==> src/rtl/mp_irq_ctl.sv <==
module mp_irq_ctl #(
  parameter int NCPU  = 4,
  parameter int CNT_W = 8
) (
  input  logic             clk,
  input  logic             rst_n,
  input  logic             wr_en,
  input  logic [63:0]      wr_data,
  output logic [63:0]      rd_data,
  input  logic             tick,
  input  logic [NCPU-1:0]  cpu_present,
  output logic [NCPU-1:0]  irq_timer,
  output logic [NCPU-1:0]  irq_ipi,
  output logic             wr_err
);
  localparam logic [CNT_W-1:0] CNT_MAX = '1;

  logic [NCPU-1:0] tmr_q, ipi_q;
  logic [NCPU-1:0] tmr_clr, ipi_req, ipi_ack;
  logic [3:0]      tmr_f, ipi_f;
  logic            unused_bits;

  assign tmr_clr = wr_en ? wr_data[4  +: NCPU] : '0;
  assign ipi_req = wr_en ? wr_data[12 +: NCPU] : '0;
  assign ipi_ack = wr_en ? wr_data[8  +: NCPU] : '0;
  assign unused_bits = ^{wr_data[63:16], wr_data[3:0]};

  always_ff @(posedge clk) begin
    if (!rst_n) begin
      tmr_q  <= '0;
      ipi_q  <= '0;
      wr_err <= 1'b0;
    end else begin
      tmr_q  <= (tmr_q | ({NCPU{tick}} & cpu_present)) & ~tmr_clr;
      ipi_q  <= (ipi_q | ipi_req) & ~ipi_ack;
      wr_err <= wr_en && (wr_data[15:4] == 12'd0);
    end
  end

  assign irq_timer = tmr_q;
  assign tmr_f     = 4'(tmr_q);
  assign ipi_f     = 4'(ipi_q);
  assign rd_data   = {48'd0, 4'd0, ipi_f, tmr_f, 4'd0};

  for (genvar i = 0; i < NCPU; i++) begin : g_cpu
    logic [CNT_W-1:0] cnt, c_inc, c_nxt;

    assign c_inc = (ipi_req[i] && cnt != CNT_MAX) ? cnt + 1'b1 : cnt;
    assign c_nxt = (ipi_ack[i] && c_inc != '0)    ? c_inc - 1'b1 : c_inc;

    always_ff @(posedge clk) begin
      if (!rst_n) cnt <= '0;
      else        cnt <= c_nxt;
    end

    assign irq_ipi[i] = |cnt;


    ipi_rise_chk: assert property (@(posedge clk) disable iff (!rst_n)
      $rose(irq_ipi[i]) |-> $past(wr_en && wr_data[12+i]));

    ipi_fall_chk: assert property (@(posedge clk) disable iff (!rst_n)
      $fell(irq_ipi[i]) |-> $past(wr_en && wr_data[8+i]));

    ipi_pair_chk: assert property (@(posedge clk) disable iff (!rst_n)
      wr_en && wr_data[12+i] && wr_data[8+i] |=> $stable(irq_ipi[i]));

    tmr_clr_chk: assert property (@(posedge clk) disable iff (!rst_n)
      wr_en && wr_data[4+i] |=> !irq_timer[i]);

    tmr_set_chk: assert property (@(posedge clk) disable iff (!rst_n)
      tick && cpu_present[i] && !(wr_en && wr_data[4+i]) |=> irq_timer[i]);
  end


  bad_wr_chk: assert property (@(posedge clk) disable iff (!rst_n)
    wr_en && wr_data[15:4] == 12'd0 && !tick |=> $stable(rd_data) && $stable(irq_ipi));
endmodule

==> config.mk <==
export PLATFORM = sky130hd
export DESIGN_NAME = mp_irq_ctl
export DESIGN_NICKNAME = d
export VERILOG_FILES = /design/src/rtl/mp_irq_ctl.sv
export SDC_FILE = /design/constraint.sdc
export NUM_CORES = 1
export LEC_CHECK = 0
export CAP_MARGIN = 20
export CORE_UTILIZATION = 35
export CTS_BUF_LIST = sky130_fd_sc_hd__clkbuf_2 sky130_fd_sc_hd__clkbuf_4 sky130_fd_sc_hd__clkbuf_8
export CTS_CLUSTER_SIZE = 12
export DETAILED_ROUTE_END_ITERATION = 16
export DONT_BUFFER_PORTS = 1
export PLACE_DENSITY = 0.56
export SYNTH_ARGS = -nofsm -noshare
export SYNTH_HDL_FRONTEND = slang
export SYNTH_SLANG_ARGS = --single-unit
==> constraint.sdc <==
create_clock -name clk -period 5.33 [get_ports clk]
set_clock_uncertainty 0.15 [all_clocks]
set_input_delay 0.7995 -clock clk [delete_from_list [all_inputs] [get_ports clk]]
set_output_delay 0.7995 -clock clk [all_outputs]
set_load 0.03 [all_outputs]
# After elaboration in Yosys (flattened, before gate mapping)
# Cells that the tools add are included.
[word_totals] register_bits=41 output_inout_bits=73 inputBits=72 word_cells=55
[classes] bitwise_logic=7 n_eq_ne=4 mux=11 reduce_logical=18 addsub=8
[op_table] op="2-to-1 mux 8 bit" n=8
[op_table] op="adder 8 x 1 -> 8 bit (second input constant)" n=4
[op_table] op="inequality test 8 bit (second input constant)" n=4
[op_table] op="nonzero test 8 bit" n=4
[op_table] op="OR reduction 8 bit" n=4
[op_table] op="subtractor 8 x 1 -> 8 bit (second input constant)" n=4
[op_table] op="AND 4 bit" n=3
[op_table] op="zero test 12 bit" n=1
[op_table] op="2-to-1 mux 4 bit" n=3
[op_table] op="logical AND 1 bit" n=9
[op_table] op="NOT 4 bit" n=2
[op_table] op="OR 4 bit" n=2

# Logic depth before layout (Yosys ltp)
# Gate-level depths: netlist of run 1.
[depth] depth_word=6 ltp_mapped=10 depth_no_buf=10

# Worst setup path after synthesis of run 1
# No wires, ideal clock.
[synth_path] kind="input-to-reg" startpoint="input port wr_en" endpoint="register g_cpu[1].cnt[3]" setup_time_ns=0.060 slack_ns=2.220 path_buffers=1 arrival_time_ns=2.900 required_time_ns=5.120 cell_stages=10 path_cell_list="buf_2 -> and2_1 -> o21ai_0 -> mux2i_1 -> ha_1 -> and3b_1 -> mux2i_1 -> or4_4 -> a211o_1 -> nand2_1"
[synth_between] elab_chain_cells=6 elab_cells_between_ends=8 classes_between="add/sub: 1; mux: 4; reduce/logical: 3"
[synth_rtl] item="from (decl)" line_no="7" rtl="input logic wr_en,"
[synth_rtl] item="branches (longest 5 deep; another with subtractor 8 x 1 -> 8 bit)"
[synth_rtl] item="2-to-1 mux 8 bit *" line_no="49" rtl="assign c_nxt = (ipi_ack[i] && c_inc != '0) ? c_inc - 1'b1 : c_inc;"
[synth_rtl] item="to (signal assigned)" line_no="53" rtl="else cnt <= c_nxt;"
[synth_rtl] item="to (decl)" line_no="46" rtl="logic [CNT_W-1:0] cnt, c_inc, c_nxt;"
# Every way passes the cells marked *.
# A chain may end at the register's enable or synchronous reset.

# Final worst setup path of run 1
[layout_path] startpoint="register g_cpu[1].cnt[1]" endpoint="register g_cpu[1].cnt[3]"
[layout_between] elab_chain_cells=6 elab_cells_between_ends=8 classes_between="add/sub: 2; eq/ne: 1; mux: 2; reduce/logical: 3"
[layout_rtl] item="branches (longest 2 deep; another with adder 8 x 1 -> 8 bit)"
[layout_rtl] item="2-to-1 mux 8 bit *" line_no="48" rtl="assign c_inc = (ipi_req[i] && cnt != CNT_MAX) ? cnt + 1'b1 : cnt;"
[layout_rtl] item="branches (longest 2 deep; another with subtractor 8 x 1 -> 8 bit)"
[layout_rtl] item="2-to-1 mux 8 bit *" line_no="49"
# Marks and branches as above.

==> reports/results.md, run 1 <==
| Quantity | This run |
| --- | --- |
| Status | complete, no violations |
| Post-detailed-placement cell area | 3596 um^2 |
| DR iter-0 viols | 132 |
| Beginning of the worst register-to-register path | g_cpu[1].cnt[1] |
| Worst hold-check slack | 0.4425 ns |
| Clock Sink Count | 41 |
| Overflow left after global routing | 0 |
| Htree depth | 2 |
| Overall via count from detail_route | 3161 |
| Cell types occupying the most area after synthesis | dfxtp_1, buf_4, ha_1 |
| Worst slew margin | 0.5379 |
| Fin crit share | 0.6564 |
| Top Family by Delay on Critical Path | simple AND/OR/NAND/NOR gates |
| Core box area | 10320 um^2 |
| Sequential cell area fraction in the yosys report | 0.2195 |
| Per-cell via count in the routed design | 5.295 |
| Final Hold Viols | 0 |
| TritonCTS clock tree | done |
| CTS Root Buffer Type | clkbuf_8 |
| Effective utilization at floorplan | 0.3623 |
| Length in cells of the worst reg-to-reg path | 10 |
| Post-detailed-route count of antenna-violating nets | 0 |
| Top-Level Pins | 145 |
| Hold Path End | wr_err |
| Setup repair after global routing missed its margin | false |
| Number of global-route vias before repair | 2871 |
| Setup repair bufs after CTS | 0 |
| Final net count | 548 |
| Number of stages on the worst setup path | 10 |
| Worst Min Path Start | wr_data[13] |
| Buffers on Ports | 0 |
| Post-route design area | 3730 um^2 |
| Primary flip-flop cell chosen by synthesis mapping | dfxtp_1 |
| Remaining routing DRC violations | 0 |
| Site row count | 37 |
| Netlist area before placement | 3740 um^2 |
| Largest net degree at the start of global routing | 34 |
| Die Y-Extent | 105.4 um |
| Setup slack, reg-to-reg | 1.83 ns |
| Number of pins exceeding their max-slew limit in the final report | 0 |
| Global-route total usage across every layer | 0.1545 |
| Hold-critical path depth | 1 |
| Met3 Usage GRT | 0.03772 |
| Tmin final | 3.499 ns |
| Place WS | 1.867 ns |
| Worst Setup Start Kind | flop |
| Maximum vdd ir drop | 0.1993 mV |
| Max-cap viol count | 0 |
| Detailed-route wire length | 8513 um |
| Full die area | 11100 um^2 |
| Buffer and inverter count on the worst path | 0 |
| Required time at the worst-slack endpoint | 5.42 ns |
| Cell taking the most area after synthesis | dfxtp_1 |
| Worst setup EP type | flop |
| Crit path max fanout | 7 |
| Count of flip-flops with a built-in enable after synthesis | 0 |
| Clock slew at reported path FFs | 0.08 ns |
| Crit path kind | reg -> reg |
| CP arrival | 3.59 ns |
| Die width | 105.4 um |
| Path type of the worst min-delay path | in -> reg |
| Critical-path cell list | ha_1, nand3_1, o21ai_0, mux2i_1, ha_1, and3b_1, mux2i_1, or4_4, a211o_1, nand2_1 |
| Avg Inst Size Synth | 7.907 um^2 |
| Final setup vio count | 0 |
| Number of antenna violations at the first check in global routing | 0 |
| Clk_lat worst skew | 0.29 ns |
| Layer with the highest usage after global routing | met2 |
| Count of cell types in the netlist | 68 |
| Detailed Place HPWL | 6506 um |
| Slowest cell on the critical path | or4_4 |
| Yosys synthesis warning count | 0 |
| Areal power density over the cells | 406.8 nW/um^2 |
| Share of the synthesized area in the top cell type | 0.2195 |
| Share of layout cells above drive strength 1 | 0.06941 |
| Overall Power | 1.517 mW |
| Wire length of the first global-routing pass | 13770 um |
| Reg2Reg Capture Point | g_cpu[1].cnt[3] |
| Flip-flop and latch count after synthesis | 41 |
| Number of detailed-routing iterations run before antenna repair | 5 |
| Average routed wire per standard cell | 14.26 um |
| Met2 track demand over resource | 0.2594 |
| P_leak | 1.476 nW |
| Antenna diode count | 0 |
| Area Growth Syn to Fin | -0.2676% |
| Max stage delay on crit path | 0.59 ns |
| TritonCTS buffer count | 5 |
| Maximum clock frequency | 0.2858 GHz |
| Final setup margin | 1.831 ns |
| CTS Hold Bufs | 0 |
| Transition time of the tightest slew-check pin | 0.6922 ns |
| Cell count after synthesis | 473 |
| Ys async rst share | 0 |
| Final estimated routing congestion in global placement | 0.8534 |
| Setup TNS | 0 ns |
| Max clock buf depth | 2 |
| GRT met1 Usage | 0.1874 |
| Quantity of gates resized following cts | 0 |
layout by cell type, fill, tap and decap left out, types with 3 or more instances in the layout:
master	n
xnor2_1	12
nor2_1	34
o21a_1	8
mux2_2	3
o31ai_1	3
and4_1	10
xor2_1	6
a41o_1	3
a31oi_1	7
and2_1	6
nand4_1	9
nor3_1	15
conb_1	56
nor2b_1	6
dfxtp_1	41
o211ai_1	3
and3_1	8
nand2_1	39
nand3_1	23
a211oi_1	11
mux2i_1	19
a21oi_1	32
nor4_1	7
clkbuf_8	5
o21ai_0	10
ha_1	16
inv_1	14
how the worst max path moves through the flow:
stage,to,startpoint
6_report,g_cpu[1].cnt[3],g_cpu[1].cnt[1]
2_1_floorplan,g_cpu[1].cnt[3],wr_en
3_3_place_gp,g_cpu[1].cnt[3],g_cpu[1].cnt[1]
5_1_grt,g_cpu[1].cnt[3],g_cpu[1].cnt[1]
4_1_cts,g_cpu[1].cnt[3],g_cpu[1].cnt[0]
3_5_place_dp,g_cpu[1].cnt[3],g_cpu[1].cnt[1]
per-layer routing:
layer,vias to the layer above,routed length [um],part of all wire
met5,-,0,0
met4,0,221,0.026
met3,14,507,0.060
met2,102,4027,0.47
met1,1461,3756,0.44
li1,1584,-,-
final cells by class:
| cell class | count | area (um^2) |
|---|---|---|
| Inverter | 14 | 52.55 |
| Tap cell | 136 | 170.2 |
| Timing Repair Buffer | 1 | 7.507 |
| Clock inverter | 3 | 65.06 |
| Sequential cell | 41 | 820.8 |
| Clock buffer | 5 | 68.82 |
| Fill cell | 1042 | 6594 |
| Multi-Input combinational cell | 397 | 2545 |
sequential cells by signal, summed over array words and instances, names as in the netlist:
signal / flops
g_cpu.cnt: 32
ipi_f: 4
irq_timer: 4
wr_err: 1
logic make-up after synthesis:
logic type / Yosys count / synth area share
buf+inv: 90 / 0.1552
flops: 41 / 0.2195
other cells: 1 / 0.001003
mux: 22 / 0.05988
fa+ha+maj: 16 / 0.05353
xor+xnor: 18 / 0.04215
simple gates: 182 / 0.2717
compound gates: 103 / 0.1971
synth_stat cells, types with 6 or more instances:
master	n
inv_1	14
nor4_1	7
dfxtp_1	41
nor2_1	34
nand4_1	9
nand2_1	39
buf_4	60
xor2_1	6
ha_1	16
o21a_1	8
and3_1	8
a31oi_1	7
xnor2_1	12
a21oi_1	32
a211oi_1	11
nor3_1	15
and4_1	10
o21ai_0	10
and2_1	6
buf_2	8
mux2i_1	19
nand3_1	23
nor2b_1	6
clkbuf_1	7
report_power, final:
group          internal [mW]  leakage (nW)  switching [mW]
Combinational          0.264          1.07           0.476
Sequential             0.367         0.335           0.113
Clock                  0.186        0.0681           0.113
worst register-to-register path, stage by stage (launching register included):
cell and delay [ns]:
dfxtp_1 0.48, ha_1 0.35, nand3_1 0.10, o21ai_0 0.50, mux2i_1 0.37, ha_1 0.24, and3b_1 0.16, mux2i_1 0.16
or4_4 0.59, a211o_1 0.28, nand2_1 0.05
stage by stage:
stage,cells,util
after global routing,597,0.3613
after CTS,597,0.3613
after detailed placement,589,0.3483
after global placement,589,0.3483
after floorplan,528,-
final,597,0.3613
No activity file was read; power rests on OpenSTA's default activity.
==> run 2, diff against run 1 <==
--- a/config.mk
+++ b/config.mk
@@ -11,7 +11,7 @@
 export CTS_CLUSTER_SIZE = 12
 export DETAILED_ROUTE_END_ITERATION = 16
 export DONT_BUFFER_PORTS = 1
-export PLACE_DENSITY = 0.56
+export PLACE_DENSITY = 0.58
 export SYNTH_ARGS = -nofsm -noshare
 export SYNTH_HDL_FRONTEND = slang
 export SYNTH_SLANG_ARGS = --single-unit
==> constraint.sdc (replaced) <==
create_clock -name clk -period 2.8 [get_ports clk]
set_clock_uncertainty 0.15 [all_clocks]
set_input_delay 0.42 -clock clk [delete_from_list [all_inputs] [get_ports clk]]
set_output_delay 0.42 -clock clk [all_outputs]
set_load 0.03 [all_outputs]
==> run 2 against run 1 <==
Flip-flop and latch count stayed put. Final area is 9.6% higher. Worst setup slack worse by 1.7 ns. Clock power is 24% higher. Die area stayed put. Critical path type unchanged. Non-clock buffer count is 45 higher. Critical path depth stayed put.
==> reports/results.md, run 2 (synthesis results as in run 1) <==
| Quantity | This run | Delta |
| --- | --- | --- |
| Clk_lat worst skew | 0.29 ns | about the same |
| Htree depth | 2 | unchanged |
| Detailed-route wire length | 9222 um | was 8513 um |
| Remaining routing DRC violations | 0 | unchanged |
| TritonCTS buffer count | 5 | unchanged |
| Number of pins exceeding their max-slew limit in the final report | 0 | unchanged |
| Number of antenna violations at the first check in global routing | 0 | unchanged |
| Overflow left after global routing | 0 | unchanged |
| Per-cell via count in the routed design | 5.342 | was 5.295 |
| Number of global-route vias before repair | 3141 | was 2871 |
| Detailed Place HPWL | 7064 um | was 6506 um |
| Core box area | 10320 um^2 | unchanged |
| Clock Sink Count | 41 | unchanged |
| Clock slew at reported path FFs | 0.08 ns | about the same |
| Overall via count from detail_route | 3419 | was 3161 |
| Full die area | 11100 um^2 | unchanged |
| CTS Hold Bufs | 0 | unchanged |
| End-of-flow core utilization | 0.3960 | was 0.3613 |
| Buffers on Ports | 0 | unchanged |
| Worst Setup Start Kind | flop | unchanged |
| Post-route design area | 4088 um^2 | was 3730 um^2 |
| P_leak | 1.667 nW | was 1.476 nW |
| Final net count | 593 | was 548 |
| Global-route total usage across every layer | 0.1689 | was 0.1545 |
| Largest net degree at the start of global routing | 34 | unchanged |
| Wire length of the first global-routing pass | 15170 um | was 13770 um |
| Crit path kind | reg -> reg | unchanged |
| Final setup vio count | 0 | unchanged |
| Areal power density over the cells | 737.1 nW/um^2 | was 406.8 nW/um^2 |
| Worst setup EP type | flop | unchanged |
| Top-Level Pins | 145 | unchanged |
| Maximum vdd ir drop | 0.3444 mV | was 0.1993 mV |
| Setup TNS | 0 ns | unchanged |
| Maximum clock frequency | 0.3716 GHz | was 0.2858 GHz |
| TritonCTS clock tree | done | unchanged |
| Commonest cells after routing, fill and taps aside | conb_1, buf_4, nand2_1, dfxtp_1, nor2_1 | was conb_1, dfxtp_1, nand2_1 |
| Post-detailed-placement cell area | 3920 um^2 | was 3596 um^2 |
| Max clock buf depth | 2 | unchanged |
| Post-detailed-route count of antenna-violating nets | 0 | unchanged |
| Antenna diode count | 0 | unchanged |
| Transition time of the tightest slew-check pin | 0.7082 ns | was 0.6922 ns |
| Max-cap viol count | 0 | unchanged |
| Final estimated routing congestion in global placement | 0.8614 | was 0.8534 |
| Area Growth Syn to Fin | 9.301% | was -0.2676% |
| Fin crit share | 0.9610 | was 0.6564 |
| Overall Power | 3.013 mW | was 1.517 mW |
| Number of detailed-routing iterations run before antenna repair | 4 | was 5 |
| Worst slew margin | 0.5273 | was 0.5379 |
| Most common library cell in the layout ignoring fill and taps | conb_1 | unchanged |
| Die width | 105.4 um | unchanged |
| Tmin final | 2.691 ns | was 3.499 ns |
| Status | complete, no violations | unchanged |
| DR iter-0 viols | 127 | was 132 |
| Effective utilization at floorplan | 0.3623 | unchanged |
| Site row count | 37 | unchanged |
| Die Y-Extent | 105.4 um | unchanged |
| Share of layout cells above drive strength 1 | 0.1726 | was 0.06941 |
| Required time at the worst-slack endpoint | 2.89 ns | was 5.42 ns |
| CP arrival | 2.78 ns | was 3.59 ns |
| Average routed wire per standard cell | 14.41 um | was 14.26 um |
| Final Hold Viols | 0 | unchanged |
| Largest register FFs | 32 | unchanged |
| Crit path max fanout | 4 | was 7 |
| CTS Root Buffer Type | clkbuf_8 | unchanged |
| Most flop-heavy register | g_cpu.cnt | unchanged |
| Path type of the worst min-delay path | in -> reg | unchanged |
-- run 2: worst max-delay path, stage by stage (launching register included) --
cell and delay (ns):
dfxtp_2 0.37, ha_4 0.14, nand3_1 0.12, o21ai_4 0.22, mux2i_2 0.29, ha_2 0.22
and3b_1 0.17, mux2i_2 0.09, or4_4 0.52, a211o_1 0.27, nand2_1 0.07
-- run 2: final timing paths --
path                            slack (ns)  cells past startpoint       startpoint              end
worst min register to register        0.50                      2         ipi_f[0]         ipi_f[0]
worst min-delay path                  0.07                      1      wr_data[12]           wr_err
worst max-delay path                  0.11                     10  g_cpu[1].cnt[0]  g_cpu[1].cnt[3]
worst max register to register        0.11                     10  g_cpu[1].cnt[0]  g_cpu[1].cnt[3]
-- run 2: layout make-up --
class	count	area, um^2
Clock buffer	5	68.82
Clock inverter	1	5.005
Fill cell	1076	6236
Inverter	14	52.55
Multi-Input combinational cell	397	2623
Sequential cell	41	823.3
Tap cell	136	170.2
Timing Repair Buffer	46	345.3
-- run 2: where the power goes --
part | internal, mW | switching [mW]
Clock | 0.164 | 0.206
Combinational | 0.733 | 1.08
Sequential | 0.700 | 0.126
-- run 2: through the flow --
| stage | setup slack, ns | cells | hold slack [ns] |
|---|---|---|---|
| global placement | 0.1040 | 630 | 0.3718 |
| CTS | 0.01271 | 637 | 0.06165 |
| finish | 0.1092 | 640 | 0.06791 |
| floorplan | 0.01933 | 528 | 0.3455 |
| global route | -0.002614 | 640 | 0.05170 |
| detailed placement | 0.01050 | 630 | 0.3732 |
-- run 2: timing repair --
action | in CTS | in global routing
setup endpoints to repair | 1 | 13
buffers inserted | 1 | 3
gates resized for setup | 0 | 16
pin swaps | 0 | 3
-- run 2: metal layers --
layer	vias to the layer above	track usage	wire [um]
met5	-	0	0
met4	0	0.04728	59
met3	6	0.03772	680
met2	127	0.2881	4474
met1	1606	0.2124	4008
li1	1680	-	-
==> run 3, diff against run 2 <==
==> constraint.sdc (replaced) <==
create_clock -name clk -period 2.2 [get_ports clk]
set_clock_uncertainty 0.15 [all_clocks]
set_input_delay 0.33 -clock clk [delete_from_list [all_inputs] [get_ports clk]]
set_output_delay 0.33 -clock clk [all_outputs]
set_load 0.03 [all_outputs]
==> run 3 against run 2 <==
The flow now finishes with violations (negative setup slack). Critical path depth is the same. Total power rose by 71%. Combinational power rose by 96%. Highest routed layer unchanged.
==> reports/results.md, run 3 (synthesis results as in run 1) <==
| Quantity | This run | Delta |
| --- | --- | --- |
| Status | finished, violations left | was complete, no violations |
| Violated checks | negative setup slack |  |
| Path type of the worst min-delay path | in -> reg | unchanged |
| Overall via count from detail_route | 3767 | was 3419 |
| Final estimated routing congestion in global placement | 0.8748 | was 0.8614 |
| Final setup margin | -0.3692 ns | was 0.1092 ns |
| Die Y-Extent | 105.4 um | unchanged |
| Transition time of the tightest slew-check pin | 0.5954 ns | was 0.7082 ns |
| Top-Level Pins | 145 | unchanged |
| Number of pins exceeding their max-slew limit in the final report | 0 | unchanged |
| Overflow left after global routing | 0 | unchanged |
| Dpl cells | 683 | was 630 |
| Areal power density over the cells | 959.4 nW/um^2 | was 737.1 nW/um^2 |
| P_leak | 2.163 nW | was 1.667 nW |
| End-of-flow core utilization | 0.5196 | was 0.3960 |
| Detailed-route wire length | 11310 um | was 9222 um |
| Effective utilization at floorplan | 0.3623 | unchanged |
| TritonCTS clock tree | done | unchanged |
| Setup repair after global routing missed its margin | true |  |
| Commonest cells after routing, fill and taps aside | buf_4, conb_1, nand2_1 | was conb_1, buf_4, nand2_1, dfxtp_1, nor2_1 |
| Clock Sink Count | 41 | unchanged |
| Worst slew margin | 0.6025 | was 0.5273 |
| Wire length of the first global-routing pass | 17420 um | was 15170 um |
| Max-cap viol count | 0 | unchanged |
| Final net count | 668 | was 593 |
| Remaining routing DRC violations | 0 | unchanged |
| Average routed wire per standard cell | 15.77 um | was 14.41 um |
| Maximum vdd ir drop | 0.3760 mV | was 0.3444 mV |
| Largest net degree at the start of global routing | 31 | was 34 |
| Post-layout instance count excluding filler cells | 717 | was 640 |
| Number of detailed-routing iterations run before antenna repair | 6 | was 4 |
| Largest register FFs | 32 | unchanged |
| Tmin final | 2.569 ns | was 2.691 ns |
| Required time at the worst-slack endpoint | 2.30 ns | was 2.89 ns |
| Htree depth | 2 | unchanged |
| DR iter-0 viols | 117 | was 127 |
| Site row count | 37 | unchanged |
| Number of antenna violations at the first check in global routing | 0 | unchanged |
| Buffers on Ports | 0 | unchanged |
| CTS Root Buffer Type | clkbuf_8 | unchanged |
| Core box area | 10320 um^2 | unchanged |
| Number of fill cells | 909 | was 1076 |
| Fin crit share | 1.168 | was 0.9610 |
| Share of layout cells above drive strength 1 | 0.4114 | was 0.1726 |
| Max clock buf depth | 2 | unchanged |
| Maximum clock frequency | 0.3892 GHz | was 0.3716 GHz |
| Worst setup EP type | flop | unchanged |
| Detailed Place HPWL | 7919 um | was 7064 um |
| Per-cell via count in the routed design | 5.254 | was 5.342 |
| Number of global-route vias before repair | 3638 | was 3141 |
| Final setup vio count | 25 | was 0 |
| Final Hold Viols | 0 | unchanged |
| CP arrival | 2.67 ns | was 2.78 ns |
| TritonCTS buffer count | 5 | unchanged |
| Full die area | 11100 um^2 | unchanged |
| Clock slew at reported path FFs | 0.09 ns | was 0.08 ns |
| Most flop-heavy register | g_cpu.cnt | unchanged |
| Clk_lat worst skew | 0.30 ns | was 0.29 ns |
| Crit path max fanout | 4 | unchanged |
| Crit path kind | reg -> reg | unchanged |
| Worst Setup Start Kind | flop | unchanged |
| Antenna diode count | 0 | unchanged |
| Post-detailed-route count of antenna-violating nets | 0 | unchanged |
| Most common library cell in the layout ignoring fill and taps | buf_4 | was conb_1 |
| Die width | 105.4 um | unchanged |
| Global-route total usage across every layer | 0.1958 | was 0.1689 |
| Area Growth Syn to Fin | 43.43% | was 9.301% |
run 3: cell count changes in the layout (fill, tap and decap cells not counted), moves of 7 or more:
cell and change:
buf_4 +48, buf_6 +17, dfxtp_1 -14, dfxtp_2 +9, ha_1 -9, a21oi_1 -8, dlygate4sd3_1 +8, ha_4 +8
a21oi_2 +7
run 3: repair_timing:
action / in CTS / in global routing
endpoints found under the hold margin: 9 / 0
hold buffers: 8 / 0
gates resized for setup: 45 / 62
pin swaps: 38 / 33
setup endpoints to repair: 30 / 32
setup buffers: 11 / 8
run 3: layout make-up:
class                           instances  area (um^2)  area share
Tap cell                              136        170.2     0.03172
Clock inverter                          2        12.51    0.002333
Inverter                               14        52.55    0.009797
Sequential cell                        41        853.3      0.1591
Clock buffer                            6        76.32     0.01423
Timing Repair Buffer                  121         1017      0.1896
Multi-Input combinational cell        397         3182      0.5932
run 3: worst paths after layout:
path,startpoint,to,cells past startpoint,slack (ns)
min reg2reg,ipi_f[3],ipi_f[3],2,0.49
min,rst_n,g_cpu[3].cnt[0],2,0.003
max reg2reg,g_cpu[1].cnt[1],g_cpu[1].cnt[3],10,-0.37
max,g_cpu[1].cnt[1],g_cpu[1].cnt[3],10,-0.37
run 3: report_power, final:
| group | switching (mW) | internal, mW |
|---|---|---|
| Clock | 0.297 | 0.238 |
| Sequential | 0.136 | 0.914 |
| Combinational | 1.89 | 1.67 |
| Total | 2.32 | 2.83 |
run 3: through the flow:
stage | TNS [ns] | instance area [um^2] | hold WS, ns | power, mW | worst slack, ns
after CTS | -3.331 | 4995 | 0.004032 | 4.713 | -0.3786
after floorplan | -2.799 | 4174 | 0.2555 | 2.960 | -0.4347
final | -3.123 | 5364 | 0.003098 | 5.146 | -0.3692
after detailed placement | -5.365 | 4523 | 0.2843 | 3.775 | -0.4573
after global routing | -5.871 | 5364 | 0.007412 | 5.454 | -0.4722
after global placement | -4.210 | 4523 | 0.2812 | 3.706 | -0.3635
run 3: per-layer routing:
metal	part of all wire	vias up	track usage	routed length, um
met5	0	-	0	0
met4	0.018	0	0.06841	204
met3	0.048	19	0.03401	545
met2	0.53	127	0.3633	5954
met1	0.41	1794	0.2235	4606
li1	-	1827	-	-
run 3: critical path: stages, from the launching register on:
cell and delay (ns):
dfxtp_4 0.37, ha_4 0.14, nand3_4 0.08, o21ai_4 0.19, mux2i_2 0.26, ha_2 0.21, and3b_1 0.17, mux2i_2 0.08
or4_4 0.54, a211o_1 0.28, nand2_1 0.05
